File: src/rtl/btt_pkg.sv
package btt_pkg;
  localparam int MAX_SPAN = 4;
  localparam int BEAT_W   = 2;

  typedef enum logic [1:0] {
    BURST_2  = 2'd0,
    BURST_4  = 2'd1,
    BURST_8  = 2'd2,
    BURST_8B = 2'd3
  } burst_e;

  // clock cycles occupied by one burst (two beats per cycle)
  function automatic int unsigned span_cycles(input logic [1:0] sel);
    case (burst_e'(sel))
      BURST_2: return 1;
      BURST_4: return 2;
      default: return 4;
    endcase
  endfunction

  // first read-data cycle, counted from the command edge
  function automatic int unsigned read_start(input int unsigned rl,
                                             input logic mux,
                                             input int unsigned floor_rl);
    int unsigned base;
    base = (rl < floor_rl) ? floor_rl : rl;
    return base + (mux ? 1 : 0);
  endfunction

  // write data trails read data by one cycle
  function automatic int unsigned write_start(input int unsigned rl,
                                              input logic mux,
                                              input int unsigned floor_rl);
    return read_start(rl, mux, floor_rl) + 1;
  endfunction
endpackage

File: src/rtl/btt_cfg_hold.sv
module btt_cfg_hold #(
  parameter int RL_W = 4
) (
  input  logic            clk,
  input  logic            rst_n,
  input  logic            busy,
  input  logic [RL_W-1:0] rl_in,
  input  logic [1:0]      bl_in,
  input  logic            mux_in,
  output logic [RL_W-1:0] rl_act,
  output logic [1:0]      bl_act,
  output logic            mux_act,
  output logic [RL_W-1:0] rl_held,
  output logic [1:0]      bl_held,
  output logic            mux_held
);
  // live inputs pass only while nothing is in flight
  always_comb begin
    rl_act  = busy ? rl_held  : rl_in;
    bl_act  = busy ? bl_held  : bl_in;
    mux_act = busy ? mux_held : mux_in;
  end

  always_ff @(posedge clk) begin
    if (!rst_n) begin
      rl_held  <= '0;
      bl_held  <= '0;
      mux_held <= 1'b0;
    end else begin
      rl_held  <= rl_act;
      bl_held  <= bl_act;
      mux_held <= mux_act;
    end
  end
endmodule

File: src/rtl/btt_window_pipe.sv
module btt_window_pipe #(
  parameter int DEPTH  = 21,
  parameter int OFF_W  = 5,
  parameter int SPAN_W = 3
) (
  input  logic              clk,
  input  logic              rst_n,
  input  logic              load,
  input  logic [OFF_W-1:0]  start,
  input  logic [SPAN_W-1:0] span,
  output logic [DEPTH-1:0]  mask_new,
  output logic [DEPTH-1:0]  ahead,
  output logic              cur,
  output logic              busy
);
  logic [DEPTH-1:0] slot_q;

  // bit d of the mask marks the cycle d edges after the command edge
  always_comb begin
    for (int i = 0; i < DEPTH; i++) begin
      mask_new[i] = (i >= int'(start)) && (i < int'(start) + int'(span));
    end
  end

  assign ahead = slot_q >> 1;
  assign cur   = slot_q[0];
  assign busy  = |slot_q;

  always_ff @(posedge clk) begin
    if (!rst_n) slot_q <= '0;
    else        slot_q <= ahead | (load ? mask_new : '0);
  end
endmodule

File: src/rtl/btt_beat_tag.sv
module btt_beat_tag #(
  parameter int DEPTH  = 21,
  parameter int OFF_W  = 5,
  parameter int BEAT_W = 2
) (
  input  logic              clk,
  input  logic              rst_n,
  input  logic              load,
  input  logic [OFF_W-1:0]  start,
  input  logic [DEPTH-1:0]  mask,
  output logic [BEAT_W-1:0] beat_now
);
  logic [BEAT_W-1:0] tag_q [DEPTH];

  generate
    for (genvar g = 0; g < DEPTH; g++) begin : g_slot
      logic [BEAT_W-1:0] fresh;
      logic [BEAT_W-1:0] shifted;
      assign fresh = BEAT_W'(g - int'(start));
      if (g == DEPTH - 1) begin : g_top
        assign shifted = '0;
      end else begin : g_mid
        assign shifted = tag_q[g+1];
      end
      always_ff @(posedge clk) begin
        if (!rst_n)                tag_q[g] <= '0;
        else if (load && mask[g])  tag_q[g] <= fresh;
        else                       tag_q[g] <= shifted;
      end
    end
  endgenerate

  assign beat_now = tag_q[0];
endmodule

File: src/rtl/burst_timing_tracker.sv
module burst_timing_tracker
  import btt_pkg::*;
#(
  parameter int RL_W   = 4,
  parameter int MIN_RL = 2
) (
  input  logic              clk,
  input  logic              rst_n,
  input  logic              cmd_valid,
  input  logic              cmd_write,
  input  logic [RL_W-1:0]   rd_lat,
  input  logic [1:0]        burst_sel,
  input  logic              addr_mux,
  output logic              wr_launch,
  output logic [BEAT_W-1:0] wr_beat,
  output logic              rd_expect,
  output logic              term_en,
  output logic              collide_err
);
  localparam int DEPTH  = (1 << RL_W) + MAX_SPAN + 1;
  localparam int OFF_W  = $clog2(DEPTH);
  localparam int SPAN_W = $clog2(MAX_SPAN + 1);

  logic              busy, rd_busy, wr_busy;
  logic [RL_W-1:0]   rl_act, rl_held;
  logic [1:0]        bl_act, bl_held;
  logic              mux_act, mux_held;
  logic [OFF_W-1:0]  rd_start, wr_start;
  logic [SPAN_W-1:0] span;
  logic [DEPTH-1:0]  rd_mask, wr_mask, rd_ahead, wr_ahead;
  logic              rd_cur, wr_cur;
  logic              rd_load, wr_load;
  logic              coll_hit, collide_q;

  assign busy = rd_busy | wr_busy;

  btt_cfg_hold #(.RL_W(RL_W)) u_cfg (
    .clk(clk), .rst_n(rst_n), .busy(busy),
    .rl_in(rd_lat), .bl_in(burst_sel), .mux_in(addr_mux),
    .rl_act(rl_act), .bl_act(bl_act), .mux_act(mux_act),
    .rl_held(rl_held), .bl_held(bl_held), .mux_held(mux_held)
  );

  assign rd_start = OFF_W'(read_start(int'(rl_act), mux_act, MIN_RL));
  assign wr_start = OFF_W'(write_start(int'(rl_act), mux_act, MIN_RL));
  assign span     = SPAN_W'(span_cycles(bl_act));
  assign rd_load  = cmd_valid && !cmd_write;
  assign wr_load  = cmd_valid &&  cmd_write;

  btt_window_pipe #(.DEPTH(DEPTH), .OFF_W(OFF_W), .SPAN_W(SPAN_W)) u_rd (
    .clk(clk), .rst_n(rst_n), .load(rd_load), .start(rd_start), .span(span),
    .mask_new(rd_mask), .ahead(rd_ahead), .cur(rd_cur), .busy(rd_busy)
  );

  btt_window_pipe #(.DEPTH(DEPTH), .OFF_W(OFF_W), .SPAN_W(SPAN_W)) u_wr (
    .clk(clk), .rst_n(rst_n), .load(wr_load), .start(wr_start), .span(span),
    .mask_new(wr_mask), .ahead(wr_ahead), .cur(wr_cur), .busy(wr_busy)
  );

  btt_beat_tag #(.DEPTH(DEPTH), .OFF_W(OFF_W), .BEAT_W(BEAT_W)) u_tag (
    .clk(clk), .rst_n(rst_n), .load(wr_load), .start(wr_start),
    .mask(wr_mask), .beat_now(wr_beat)
  );

  // new window against the opposite direction, both aligned to the coming edge
  assign coll_hit = (rd_load && |(rd_mask & wr_ahead)) ||
                    (wr_load && |(wr_mask & rd_ahead));

  always_ff @(posedge clk) begin
    if (!rst_n) collide_q <= 1'b0;
    else        collide_q <= coll_hit;
  end

  assign wr_launch   = wr_cur;
  assign rd_expect   = rd_cur;
  assign collide_err = collide_q;
  // off one cycle early so the device's first read beat lands unterminated
  assign term_en     = !(rd_cur || rd_ahead[0]);
endmodule

File: config.mk
export PLATFORM = sky130hd
export DESIGN_NAME = burst_timing_tracker
export DESIGN_NICKNAME = d
export VERILOG_FILES = /design/src/rtl/btt_pkg.sv /design/src/rtl/btt_cfg_hold.sv /design/src/rtl/btt_window_pipe.sv /design/src/rtl/btt_beat_tag.sv /design/src/rtl/burst_timing_tracker.sv
export SDC_FILE = /design/constraint.sdc
export NUM_CORES = 1
export LEC_CHECK = 0
export BUFFER_PORTS_ARGS = -buffer_cell sky130_fd_sc_hd__buf_2
export CAP_MARGIN = 20
export CORE_MARGIN = 2
export CORE_UTILIZATION = 50
export DETAILED_ROUTE_END_ITERATION = 12
export PLACE_DENSITY = 0.65
export SKIP_LAST_GASP = 1
export SLEW_MARGIN = 20
export SYNTH_ARGS = -nofsm -noshare
export SYNTH_HDL_FRONTEND = slang
export SYNTH_HIERARCHICAL = 1
export SYNTH_SLANG_ARGS = --single-unit
File: constraint.sdc
create_clock -name clk -period 15.2 [get_ports clk]
set_input_delay 1.52 -clock clk [delete_from_list [all_inputs] [get_ports clk]]
set_output_delay 1.52 -clock clk [all_outputs]
set_load 0.01 [all_outputs]
==> results.md <==
* Final ANT Viol Nets at 0
* Share of synthesized registers carrying an async set or reset at 0%
* Diodes inserted at 0
* Cts hold-fix bufs at 0
* Multi-input logic area at ~3600 µm²
* Share of the synthesized area in the top cell type at 20.9%
* Outcome: finished clean
* Detailed Place HPWL at between 10000 and 15000 µm
* Final setup TNS at 0 ps
* Buf/Inv on CP at 0
* Synth area leader: edfxtp_1
* Hold WC Path Type: reg -> reg
* Post-route clock period utilization at a little under half
* CP Capture Type: flop
* DP Worst Slack at 8250 ps
* Resized cells post-CTS at 0
* Reg clk slew, reported paths at about 70 ps
* Syn_area_per_cell at 8.69 µm²
* Core area at 11900 µm²
* Share of cells above drive strength 1 at 12.6%
* Slowest-stage cell, CP: a21oi_1
* Worst Path Required at around 15000 ps
* Synth Area in Simple Gates at 21.5%
* CTS tree: done
* First-pass DRT Iterations at 5
* Layout fillers at 1106
* CTS Buffer Depth at 2
* First-pass GRT wire length at 28900 µm
* Die width at 114 µm
* Post-CTS Setup Bufs at 0
* Num CTS Buffers at 9
* Clk_skew at 7.52 ps
* Largest family of logic cells by synthesized area: compound AO/OA/AOI/OAI gates
* Min cycle time layout at 7100 ps
* Post-route setup slack at about 8100 ps
* Slew @ Worst Pin at 1110 ps
* Iter 0 DRT Violations at 763
* Slew HR at 25.7%
* Final setup viols at 0
* Total track usage at approximately 29%
* RSZ-0062 raised after global routing: no
* Final slew viol count at 0
* Die Ht at 114 µm
* Register area share after synthesis at 37.5%
* Root buf cell: clkbuf_16
* EDFF count, synth at 42
* R2R Setup Slk at 8100 ps
* Vias after detailed routing at around 5600
* Port-buffer cells at 16
* Setup Crit Path Kind: reg -> reg
* Mapped Cells at a little under 700
* YS warnings at 6
* Post-Synth Adder-Cell Area at 2.53%
* Area Growth Syn to Fin at 8.26%
* Compound-Gate Fraction of Synth Area at 28.7%
* Yosys cell types at 64
* DIE AREA at around 13000 µm²
* Xor/xnor cell area share of the yosys netlist at between 2 and 2.5%
* Grt total ovfl at 0
* Fraction of synthesized area in multiplexers at ~1.7%
* H-tree depth at 3
* Nets@finish at 741
* Final Hold Fails at 0
* Most used DFF post-synth: dfxtp_1
* Mapped cell area at 6030 µm²
* Crit path launch type: flop
* Gpl congestion at ~1
* Most frequent cell after synthesis: a21oi_1
* Maxcap violations at 0
* Initial Utilization at 50.6%
* Reg area at 2260 µm²
* Vias in the first global route at 5165
* Top post-synthesis cells by area: edfxtp_1 (21%), dfxtp_1 (17%), a21oi_1 (6.3%)
* Initial antenna violation count at 0
* Max stage delay on crit path at 930 ps
* Clock latency reported for the late side of the worst-skew pair at about 350 ps
* CP delay by family, top: simple AND/OR/NAND/NOR gates
* # clock sinks at slightly above 90
* Routed length per instance at 20.7 µm
* Register bit total from synthesis at 92
* Min Hold Slack at 481 ps
* Routed WL at 18000 µm
* Post-synth top cells: a21oi_1 (76), nor2_1 (64), dfxtp_1 (50)
* Post-route DRC at 0
* CP cell instances: or4_1 -> or4_1 -> or2_2 -> mux2_4 -> o31a_1 -> ha_1 -> ha_1 -> ha_1 -> xor2_1 -> ha_1 -> a21oi_1 -> a21oi_1 -> and2_1 -> a22o_1 -> a221oi_2 -> nand3_1 -> nor3_1 -> nor3_1
* Num rows at 40
* Top Ports at 17
* Crit path DAT at roughly 7300 ps
* Largest net degree at the start of global routing at 90
* Most common cell on crit path: ha_1
* Post-DR vias/cell at 6.44
* Critical path peak fanout at 12
* Fmax at 141 MHz
[per-layer routing]
layer	vias up	wire, µm	GRT usage, %
met1	2670	8030	40.7
li1	2596	-	-
met3	49	1270	4.04
met4	0	548	11.2
met2	290	8140	44.6
met5	-	0	0
[cell type report]
type                            instances  area share, %
Tap cell                              147           2.82
Clock buffer                           11           3.72
Clock inverter                          5          0.671
Inverter                               22           1.27
Timing Repair Buffer                   20           1.69
Multi-Input combinational cell        574           55.2
Sequential cell                        92           34.7
[sequential cells by signal, summed over array words and instances (netlist names)]
signal	count
u_rd/slot_q	21
u_tag/tag_q	42
u_cfg/bl_held	2
u_cfg/mux_held	1
collide_err	1
u_cfg/rl_held	4
u_wr/slot_q	21
[through the flow]
stage,area [µm²],util [%],cells
after floorplan,6180,-,735
after global placement,6240,52.4,855
after CTS,6530,54.8,871
after global routing,6530,54.8,871
final,6530,54.8,871
after detailed placement,6240,52.4,855
[logic make-up (layout without fill, tap and decap cells)]
family,Yosys count,in the layout
xor gates and xnor gates,12,12
buffers and inverters,69,58
AOI/OAI and AO/OA,249,249
muxes,7,7
other,3,44
DFF,92,92
and+or+nand+nor,251,251
adders and majority gates,11,11
[worst register-to-register path, cell delays in order (launching register included)]
cell	delay, ps
dfxtp_1	330
or4_1	510
or4_1	530
or2_2	430
mux2_4	370
o31a_1	300
ha_1	190
ha_1	490
ha_1	260
xor2_1	700
ha_1	550
a21oi_1	930
a21oi_1	250
and2_1	320
a22o_1	270
a221oi_2	170
nand3_1	100
nor3_1	230
nor3_1	60
[worst paths after layout]
kind / startpoint / end / cells after the start
worst min-delay path: u_wr/slot_q[15] / u_wr/slot_q[14] / 2
worst max-delay path: u_rd/slot_q[17] / collide_err / 18
worst min register to register: u_wr/slot_q[15] / u_wr/slot_q[14] / 2
worst max register to register: u_rd/slot_q[17] / collide_err / 18
[placed cells by master (no fill, tap or decap), drive strengths merged, types with 11 or more instances in the layout]
cell and count:
and2 25, o21ai 34, nor2 64, clkbuf 11
nand2b 12, nand3 37, buf 20, a311oi 13
edfxtp 42, a21bo 22, a31oi 12, nor3 13
conb 44, inv 22, dfxtp 50, a22o 11
nand2 43, a22oi 22, a21oi 76, nor2b 14
o211ai 12
Power is left out: the tool's default activity adds up to more than one toggle a clock period on the data nets, which glitch-free logic cannot reach.
